**src/rtl/fl_pkg.sv**
```systemverilog
package fl_pkg;

  localparam int FL_DATA_W = 16;
  localparam int FL_ADDR_W = 12;
  localparam int FL_SLOTS  = 5;

  // next value of a counter that stops at lim
  function automatic int sat_next(input int cur, input int lim, input bit inc);
    if (inc && cur < lim) return cur + 1;
    return cur;
  endfunction

  // slot k is written when the pointer equals k and a capture is accepted
  function automatic bit slot_sel(input int ptr, input int k, input bit en);
    return en && (ptr == k);
  endfunction

endpackage

```
**src/rtl/fl_accum.sv**
```systemverilog
module fl_accum #(
  parameter int DATA_W = 16
) (
  input  logic              clk,
  input  logic              rst_n,
  input  logic              clr,
  input  logic              upd,
  input  logic [DATA_W-1:0] miss_vec,
  output logic [DATA_W-1:0] mask,
  output logic              flag
);

  function automatic logic [DATA_W-1:0] merge(input logic [DATA_W-1:0] old_m,
                                               input logic [DATA_W-1:0] add_m);
    return old_m | add_m;
  endfunction

  always_ff @(posedge clk or negedge rst_n) begin
    if (!rst_n) begin
      mask <= '0;
      flag <= 1'b0;
    end else if (clr) begin
      mask <= '0;
      flag <= 1'b0;
    end else if (upd) begin
      mask <= merge(mask, miss_vec);
      if (|miss_vec) flag <= 1'b1;
    end
  end

endmodule

```
**src/rtl/fl_counter.sv**
```systemverilog
module fl_counter #(
  parameter int SLOTS = 5,
  parameter int CNT_W = 3
) (
  input  logic             clk,
  input  logic             rst_n,
  input  logic             clr,
  input  logic             hit,
  output logic [CNT_W-1:0] count,
  output logic             full
);

  always_ff @(posedge clk or negedge rst_n) begin
    if (!rst_n)   count <= '0;
    else if (clr) count <= '0;
    else          count <= CNT_W'(fl_pkg::sat_next(int'(count), SLOTS, hit));
  end

  assign full = (int'(count) >= SLOTS);

endmodule

```
**src/rtl/fl_slot_store.sv**
```systemverilog
module fl_slot_store #(
  parameter int SLOTS  = 5,
  parameter int ADDR_W = 12,
  parameter int DATA_W = 16,
  parameter int CNT_W  = 3,
  parameter int IDX_W  = 3
) (
  input  logic              clk,
  input  logic              rst_n,
  input  logic              clr,
  input  logic              wr_en,
  input  logic [CNT_W-1:0]  wr_ptr,
  input  logic [ADDR_W-1:0] wr_addr,
  input  logic [DATA_W-1:0] wr_data,
  input  logic [IDX_W-1:0]  rd_idx,
  output logic [ADDR_W-1:0] rd_addr,
  output logic [DATA_W-1:0] rd_data
);

  logic [ADDR_W-1:0] addr_q [SLOTS];
  logic [DATA_W-1:0] data_q [SLOTS];

  for (genvar k = 0; k < SLOTS; k++) begin : g_slot
    logic sel;
    assign sel = fl_pkg::slot_sel(int'(wr_ptr), k, wr_en);
    always_ff @(posedge clk or negedge rst_n) begin
      if (!rst_n) begin
        addr_q[k] <= '0;
        data_q[k] <= '0;
      end else if (clr) begin
        addr_q[k] <= '0;
        data_q[k] <= '0;
      end else if (sel) begin
        addr_q[k] <= wr_addr;
        data_q[k] <= wr_data;
      end
    end
  end

  always_comb begin
    rd_addr = '0;
    rd_data = '0;
    for (int k = 0; k < SLOTS; k++) begin
      if (int'(rd_idx) == k) begin
        rd_addr = addr_q[k];
        rd_data = data_q[k];
      end
    end
  end

endmodule

```
**src/rtl/fail_log_capture.sv**
```systemverilog
module fail_log_capture #(
  parameter int DATA_W = fl_pkg::FL_DATA_W,
  parameter int ADDR_W = fl_pkg::FL_ADDR_W,
  parameter int SLOTS  = fl_pkg::FL_SLOTS,
  localparam int CNT_W = $clog2(SLOTS + 1),
  localparam int IDX_W = (SLOTS > 1) ? $clog2(SLOTS) : 1
) (
  input  logic              clk,
  input  logic              rst_n,
  input  logic              run_start,
  input  logic              cmp_valid,
  input  logic [ADDR_W-1:0] cmp_addr,
  input  logic [DATA_W-1:0] cmp_exp,
  input  logic [DATA_W-1:0] cmp_rd,
  input  logic [IDX_W-1:0]  rd_idx,
  output logic [DATA_W-1:0] bit_fail_mask,
  output logic              fail_flag,
  output logic [CNT_W-1:0]  fail_count,
  output logic [ADDR_W-1:0] rd_addr,
  output logic [DATA_W-1:0] rd_data
);

  // named internal events, visible to the bound checker
  logic [DATA_W-1:0] miss_vec;
  logic              cmp_take;
  logic              cmp_fail;
  logic              slots_full;
  logic              capture_en;

  assign miss_vec   = cmp_exp ^ cmp_rd;
  assign cmp_take   = cmp_valid && !run_start;
  assign cmp_fail   = cmp_take && (|miss_vec);
  assign capture_en = cmp_fail && !slots_full;

  fl_accum #(.DATA_W(DATA_W)) accum_i (
    .clk      (clk),
    .rst_n    (rst_n),
    .clr      (run_start),
    .upd      (cmp_take),
    .miss_vec (miss_vec),
    .mask     (bit_fail_mask),
    .flag     (fail_flag)
  );

  fl_counter #(.SLOTS(SLOTS), .CNT_W(CNT_W)) cnt_i (
    .clk   (clk),
    .rst_n (rst_n),
    .clr   (run_start),
    .hit   (cmp_fail),
    .count (fail_count),
    .full  (slots_full)
  );

  fl_slot_store #(
    .SLOTS(SLOTS), .ADDR_W(ADDR_W), .DATA_W(DATA_W), .CNT_W(CNT_W), .IDX_W(IDX_W)
  ) store_i (
    .clk     (clk),
    .rst_n   (rst_n),
    .clr     (run_start),
    .wr_en   (capture_en),
    .wr_ptr  (fail_count),
    .wr_addr (cmp_addr),
    .wr_data (cmp_rd),
    .rd_idx  (rd_idx),
    .rd_addr (rd_addr),
    .rd_data (rd_data)
  );

endmodule

```
**config.mk**
```make
export PLATFORM = sky130hd
export DESIGN_NAME = fail_log_capture
export DESIGN_NICKNAME = d
export VERILOG_FILES = /design/src/rtl/fl_pkg.sv /design/src/rtl/fl_accum.sv /design/src/rtl/fl_counter.sv /design/src/rtl/fl_slot_store.sv /design/src/rtl/fail_log_capture.sv
export SDC_FILE = /design/constraint.sdc
export NUM_CORES = 1
export LEC_CHECK = 0
export CORE_UTILIZATION = 35
export DETAILED_ROUTE_END_ITERATION = 6
export HOLD_SLACK_MARGIN = 0.1
export PLACE_DENSITY = 0.57
export SYNTH_ARGS = -nofsm -noshare
export SYNTH_HDL_FRONTEND = slang
export SYNTH_HIERARCHICAL = 1
export SYNTH_SLANG_ARGS = --single-unit
```
**constraint.sdc**
```tcl
create_clock -name clk -period 5.9 [get_ports clk]
set_clock_uncertainty 0.2 [all_clocks]
set_input_delay 1.475 -clock clk [delete_from_list [all_inputs] [get_ports clk]]
set_output_delay 1.475 -clock clk [all_outputs]
set_load 0.02 [all_outputs]
```
==> results.txt, run 1 <==
After the first detailed-routing iteration, the DRC count stood at approximately 500. The count of buffers added on input and output ports is 98. Counting every instance in the synthesized netlist gives ~900. The startpoint identified for the worst hold timing path is accum_i/mask[12].

The diode insertion count for antenna repair came out at 0. During I/O placement, the number of pins put on the boundary was 99. For this design the total switching power over the nets is between 600 and 700 uW. The die covers 0.02274 mm^2.

The count of cell types in the netlist is 44. The die is 150.8 um tall. The residual DRC count is 0. After detailed routing, the total wire length is approximately 23000 um. The static leakage came out at 0.003899 uW.

For this run, the register share of the synthesized area comes to 0.5166. Ranked by instance count, the synthesized netlist is headed by nand2_1 (323), dfrtp_1 (160), a21oi_1 (159). The number of buffers added to fix hold violations after cts came out at 0. In this run the critical register-to-register path is captured at store_i/data_q[8]. The worst-margin pin slew is 1.074 ns. The number of failing hold endpoints at the final stage came to 0.

The H-tree depth is 4. In the final layout, the share of cells above drive strength 1 is 0.09397. The total global routing overflow is 0. The clock period minus worst slack is ~5.3 ns. The number of buffers inserted to repair setup after CTS is 0. The worst reg-to-reg path cell count is 8. Counting every sink on the clock net gives 160. The run finished with clean final reports. After synthesis, the share of flip-flops with an asynchronous set or reset is 1.000. The floorplan has 54 rows. STA classifies the critical path startpoint as an input port. By area the synthesized netlist is led by dfrtp_1 (52%), nand2_1 (16%), a21oi_1 (10%). The global router's overall resource usage is 0.2119.

After clock tree synthesis, the clock-pin slew on the worst setup and hold paths is 0.06 ns. The worst hold path stage count came out at 2. The met3 track utilization from global routing is 0.05813. Entering global routing, the biggest net connects 102 pins.

For hold timing, the worst endpoint is accum_i/mask[12]. The post-synthesis register bit count came out at 160. The core outline area is roughly 0.022 mm^2. The portion of the clock cycle consumed by the worst path in the final layout came out at 0.9029.

The part of the total power dissipated in sequential elements is 0.454. The number of max-slew violations in the final report is 0. The number of global-route vias before repair is 6408. The number of flops mapped to enable cells by yosys is 0. In this run the cell area of the synthesized design comes to 0.007750 mm^2. The critical path is of the in2out type. The share of the synthesized area in the top cell type came out at 0.5166. The area growth from synthesis to layout came out at 22.63%. For the worst-skew pair, the clock arrives at the later sink with an insertion delay of 0.43 ns.

The number of buffers inserted during clock tree synthesis is 17. The data arrival time at the worst-slack endpoint came out at between 3 and 4 ns. The first global-routing pass estimated 36350 um of wire.

The synthesized netlist net count is roughly 950. Of the total power, combinational logic draws 0.108. The worst setup path is captured at an output pin.

The global-route layer with the greatest usage is met2. The most common cell in the synthesized netlist is nand2_1. The final layout contains 1021 nets. The maximum clock insertion buffer count came out at 2. The number of max-cap violations is 0.

In the routed layout, each cell is associated on average with a via count of 5.249. Once layout is complete, the utilization of the core stands at 0.4369. The worst-case headroom to the max-slew limit is 0.2839. Gates resized during post-CTS repair numbered 0.

The origin of the critical flop-to-flop path is cnt_i/count[1]. dfrtp_1 takes more of the synthesized area than any other cell. For this run, global-route usage on met2 was measured as 0.3225. The number of warnings issued by yosys came out at 6. The worst IR drop on VDD is 0.1387 mV. The final weighted congestion of routability-driven global placement came out at 0.7631. The aggregate negative setup slack is 0 ns.

In this run the clock root is driven by a clkbuf_16. The register-to-register setup slack is 2.68 ns. Setup repair after global routing left no endpoint under its margin. The effective utilization at floorplan came out at 0.3562. For met1 alone, demand over resource in global routing was 0.3009. The power density over cell area is 263.0 mW/mm^2. Once detailed placement completed, the half-perimeter wirelength came to 13430 um. Derived from the worst setup path, the maximum achievable clock frequency is around 190 MHz.

The type of the tightest min-delay check is reg2reg. The worst path required time is 4.22 ns. The number of antenna violations at the first check in global routing came out at 0.

The most instantiated flip-flop cell in the synthesis netlist is dfrtp_1. The largest fanout on the critical path is 9. The count of vias placed by the detailed router came out at ~6600. The synthesized area per cell is around 8.6 um^2. Of the total power, the clock network draws 0.438. Of the total power, the share spent switching nets is 0.2428. The internal power contribution is 1892 uW. The detail-routed net length per standard cell is 18.14 um. The remaining antenna violation count came out at 0.

The clock tree from TritonCTS is built. The die outline width is 150.8 um. The setup violation total in the final timing report came out at 0. The count of TritonRoute iterations in the first routing pass came out at 7.
## cells in the final DEF, fill, tap and decap left out, types with 2 or more instances in the layout
master / Yosys / layout
clkbuf_8: 0 / 5
mux2_2: 26 / 26
nor2b_1: 4 / 4
bufinv_16: 0 / 2
xor2_1: 16 / 16
inv_1: 2 / 2
a221o_1: 6 / 6
nor4_2: 4 / 4
a31oi_1: 20 / 20
nand2_1: 323 / 323
nor2_1: 44 / 44
nor3_1: 2 / 2
clkdlybuf4s50_1: 0 / 95
mux2i_1: 10 / 10
buf_4: 0 / 22
clkinv_2: 0 / 4
ha_1: 2 / 2
a21oi_1: 159 / 159
and4bb_2: 2 / 2
o32ai_1: 2 / 2
clkbuf_16: 0 / 17
dfrtp_1: 160 / 160
o21ai_0: 16 / 16
clkbuf_1: 27 / 2
o21ai_1: 4 / 4
a21o_1: 2 / 2
nor4_1: 4 / 4
nand4bb_1: 3 / 3
## per-layer routing
metal,wire length (um),vias to the layer above
met3,1533,12
met2,10380,192
met4,132,0
met5,0,-
met1,10790,3277
li1,-,3128
## power groups by stage
stage	Sequential, uW	Clock (uW)	Combinational, uW
floorplan	1160	0	122
global placement	1150	0	272
detailed placement	1150	0	272
CTS	1130	1120	273
global route	1140	1170	296
finish	1130	1090	270
## per-stage QoR
stage	hold WS, ns	cell area [um^2]	total power, uW	std cells	setup slack (ns)
global placement	0.2793	8922	1426	1229	0.5975
global route	0.3305	9504	2601	1259	0.4370
floorplan	0.2970	7750	1281	898	1.572
CTS	0.3067	9504	2531	1259	0.5764
finish	0.3014	9504	2499	1259	0.5731
detailed placement	0.2861	8922	1425	1229	0.6008
## cells by family (layout without fill, tap and decap cells)
family / Yosys count / after routing / synth area share
AO/OA/AOI/OAI: 213 / 213 / 0.1480
XOR/XNOR: 16 / 16 / 0.01808
adder cells (fa/ha/maj): 2 / 2 / 0.003228
buffers and inverters: 72 / 153 / 0.04601
flip-flops: 160 / 160 / 0.5166
multiplexers: 36 / 36 / 0.05069
AND/OR/NAND/NOR: 399 / 399 / 0.2173
## layout make-up
type | instances | area [um^2]
Fill cell | 2192 | 12250
Tap cell | 280 | 350.3
Clock inverter | 6 | 80.08
Sequential cell | 160 | 4004
Multi-Input combinational cell | 666 | 3405
Timing Repair Buffer | 120 | 1152
Clock buffer | 24 | 501.7
Inverter | 3 | 11.26
## registers in the layout, summed over array words and instances (netlist names)
name,cells
store_i/data_q,80
accum_i/flag,1
cnt_i/count,3
store_i/addr_q,60
accum_i/mask,16
## worst max-delay path by stage
stage	from	endpoint	slack [ns]
3_3_place_gp	rd_idx[1]	rd_data[8]	0.60
3_5_place_dp	rd_idx[2]	rd_data[3]	0.60
4_1_cts	rd_idx[1]	rd_data[8]	0.58
6_report	rd_idx[1]	rd_data[1]	0.57
5_1_grt	rd_idx[1]	rd_data[8]	0.44
2_1_floorplan	rd_idx[1]	rd_addr[0]	1.57
## critical path: stages
cell	delay (ns)
clkdlybuf4s50_1	0.58
nor2_2	0.41
o21ai_0	0.25
a31oi_1	0.27
clkdlybuf4s50_1	0.66
(Power assumes the default switching activity.)
==> run 2: changes to the inputs <==
--- a/config.mk
+++ b/config.mk
@@ -5,10 +5,12 @@
 export SDC_FILE = /design/constraint.sdc
 export NUM_CORES = 1
 export LEC_CHECK = 0
+export ABC_AREA = 1
 export CORE_UTILIZATION = 35
 export DETAILED_ROUTE_END_ITERATION = 6
+export DONT_BUFFER_PORTS = 1
 export HOLD_SLACK_MARGIN = 0.1
-export PLACE_DENSITY = 0.57
+export PLACE_DENSITY = 0.51
 export SYNTH_ARGS = -nofsm -noshare
 export SYNTH_HDL_FRONTEND = slang
 export SYNTH_HIERARCHICAL = 1
==> results.txt, run 2 <==
The worst hold path was traced through 2 stages. The number of max-cap violations came out at 0. The portion of the clock cycle consumed by the worst path in the final layout is 0.7438. The number of buffers inserted during clock tree synthesis came out at 17. The layout cell share with drive strength beyond 1 came out at 0.06795.

The endpoint identified for the worst register-to-register timing path is store_i/addr_q[25]. The overall die height came out at 153.6 um. The total of cells resized after clock tree synthesis came out at 0. The data arrival time at the worst-slack endpoint is between 2 and 3 ns.

The residual DRC count came out at 0. The number of failing hold endpoints at the final stage was 0. The startpoint of the worst setup timing path is rd_idx[2]. The flow ran to the end, and the final reports show no timing, DRC or antenna violations.

The most critical setup path has its endpoint at rd_addr[10]. Setup violations remaining at the end of the flow were counted as 0. The synthesized netlist net count is 1152.

In this run, synthesis produced a sequential element count of 160. Once detailed placement completed, the half-perimeter wirelength came to 13730 um. The repair_antennas step left the layout with diodes totalling 0. The number of buffers inserted to repair setup after CTS came out at 0. In the layout the commonest cells are nand2_1 (325), inv_1 (172), dfrtp_1 (160), nor2_1 (133), o21ai_0 (114). The total number of clock tree sinks came out at 160. Summed over all instances, the cell type with the most area after synthesis is dfrtp_1.

After clock tree synthesis, the clock-pin slew on the worst setup and hold paths is roughly 0.070 ns. The final weighted congestion of routability-driven global placement came out at 0.7298. The number of flops mapped to enable cells by yosys is 0. The clock period minus worst slack came out at 4.388 ns. The total global routing overflow is 0.

The part of the Yosys area used for sequential elements came out at 0.4977. The origin of the critical flop-to-flop path is cnt_i/count[1]. The core region is around 0.023 mm^2. The worst setup path is captured at an output pin. The flip-flop count of the largest register after layout came out at 80. The critical path goes through clkinv_1 -> buf_4 -> nor3_4 -> buf_4 -> nand2_1 -> nand3_1. On the critical path, the stage with the largest delay is an instance of buf_4. The synthesized area per cell came out at approximately 7.3 um^2. The number of max-slew violations in the final report is 0.

The number of global-route vias before repair came out at 6296. For this run, the slowest stage of the critical path takes 0.33 ns. The most instantiated flip-flop cell in the synthesis netlist is dfrtp_1. The worst-margin pin slew is 0.9029 ns.

The share of the synthesized area in the top cell type came out at 0.4977. Yosys attributes the largest share of cell area to dfrtp_1 (50%), nand2_1 (15%), inv_1 (8.1%). After detailed routing, the average wire length per cell comes to ~16 um.

The die covers roughly 0.024 mm^2. The count of vias placed by the detailed router came out at 6447. STA classifies the critical path startpoint as an input port.

The count of buffers added on input and output ports is 0. The power density over cell area is 300.3 mW/mm^2. The count of boundary I/O pins is 99.

The aggregate negative setup slack came out at 0 ns. The routed wire length is roughly 21000 um. The start-to-end type of the worst setup path is in2out. The effective utilization at floorplan is 0.3564. After synthesis, the share of flip-flops with an asynchronous set or reset is 1.000. The global-route wire length before repair is roughly 35000 um. The total power of the final layout is 2667 uW.

Dividing the detail-routed via count by the number of cells gives 4.692. Setup repair after global routing left no endpoint under its margin. The count of cell types in the netlist came out at 24. For this design the static power due to leakage is about 0.0045 uW. The worst reg-to-reg path cell count came out at 9. The largest fanout on the critical path is between 50 and 60. TritonCTS built the clock tree. At the end of the flow, the number of nets in the layout was 1129. By instance count, the leading cell after synthesis is nand2_1. The register bank with the most flops is store_i/data_q. Sorting the synthesized cells by how often they occur yields nand2_1 (325), inv_1 (173), dfrtp_1 (160). The fmax is roughly 230 MHz.

From left edge to right edge, the die measures 153.6 um. The post-synth design cell area is between 0.008 and 0.009 mm^2. The detailed router finished its first iteration with approximately 440 violations.

The number of placement rows is 55. The number of buffers added to fix hold violations after cts is 0. The worst IR drop on VDD came out at about 0.15 mV. The most repeated library cell on the critical path is buf_4. Data on the critical path is required at its endpoint by 4.22 ns. The synthesized netlist cell count came out at 1099.

The longest clock path from root to sink contains 2 buffers. The cell sitting at the root of the clock tree is a clkbuf_16. The pin count of the biggest net entering global routing is between 150 and 200. Leaving out fill and tap cells, the most frequent cell in the layout is nand2_1. The detail route stage leaves a number of antenna-violating nets equal to 0. The first TritonRoute pass finished after 7 iterations. The later pin in the worst-skew pair is clocked with a latency of 0.42 ns. The area growth from synthesis to layout is 10.39%. The H-tree depth is 4. The number of antenna violations at the first check in global routing is 0. The global router's overall resource usage is 0.1920. The worst-case headroom to the max-slew limit is 0.3974. The tightest min-delay check is of the reg2reg type. In the final layout, the registers with the most flip-flops are store_i/data_q x80, store_i/addr_q x60, accum_i/mask x16. The register-to-register setup slack is 2.99 ns. During synthesis, Yosys emitted a total of 6 warnings.
run 2: cell types whose count changed after synthesis, sizes merged, moves of 7 or more:
cell	previous run	this run
clkbuf	30	12
a31oi	20	0
o21ai	20	119
xor2	16	0
mux2i	10	0
inv	3	177
mux2	26	0
nor2	45	145
nand2	323	330
a21oi	159	18
nor4	8	0
nand3	0	59
nand4	1	31
run 2: area by class of cell:
cell class	instances	area, um^2
fillers	2369	13690
flip-flops and latches	160	4004
multi-input cells	706	3120
inverters	177	664.4
clock buffers	20	446.7
well taps	285	356.6
clock inverters	12	183.9
repair buffers	14	105.1
run 2: layer usage:
| layer | GRT usage | part of all wire | up-vias |
|---|---|---|---|
| met1 | 0.2545 | 0.48 | 3015 |
| met2 | 0.3175 | 0.48 | 104 |
| met3 | 0.03608 | 0.031 | 18 |
| met4 | 0.05952 | 0.015 | 0 |
| met5 | 0 | 0 | - |
| li1 | - | - | 3310 |
run 2: logic make-up after synthesis:
kind of cell | after synthesis | share of synthesized area
flip-flops | 160 | 0.4977
AND/OR/NAND/NOR | 567 | 0.2927
AO/OA/AOI/OAI | 137 | 0.08616
buffers and inverters | 233 | 0.1204
adder cells (fa/ha/maj) | 2 | 0.003110
run 2: critical path: cells and delay by family:
family / cells / cell delay [ns]
buffers and inverters: 3 / 0.71
AND/OR/NAND/NOR: 3 / 0.51
run 2: metrics by stage:
step	setup slack, ns	hold WS, ns	cells	utilization	area (um^2)
after floorplan	1.887	0.2425	1099	-	8045
after global placement	1.527	0.2543	1342	0.3655	8250
after detailed placement	1.500	0.2587	1342	0.3655	8250
after CTS	1.500	0.2742	1374	0.3935	8881
after global routing	1.375	0.2896	1374	0.3935	8881
final	1.512	0.2710	1374	0.3935	8881
run 2: how the worst min path moves through the flow:
| stage | from | end | slack, ns |
|---|---|---|---|
| floorplan | store_i/addr_q[48] | store_i/addr_q[48] | 0.24 |
| global placement | store_i/addr_q[57] | store_i/addr_q[57] | 0.25 |
| detailed placement | store_i/addr_q[50] | store_i/addr_q[50] | 0.26 |
| CTS | store_i/addr_q[58] | store_i/addr_q[58] | 0.27 |
| global route | store_i/data_q[79] | store_i/data_q[79] | 0.29 |
| finish | store_i/addr_q[50] | store_i/addr_q[50] | 0.27 |
run 2: where the power goes:
part           switching, uW  internal [uW]  leakage, uW  total [uW]
Clock                    460            724     0.000306        1180
Sequential              49.6           1180      0.00211        1230
Combinational            184           72.7      0.00209         257
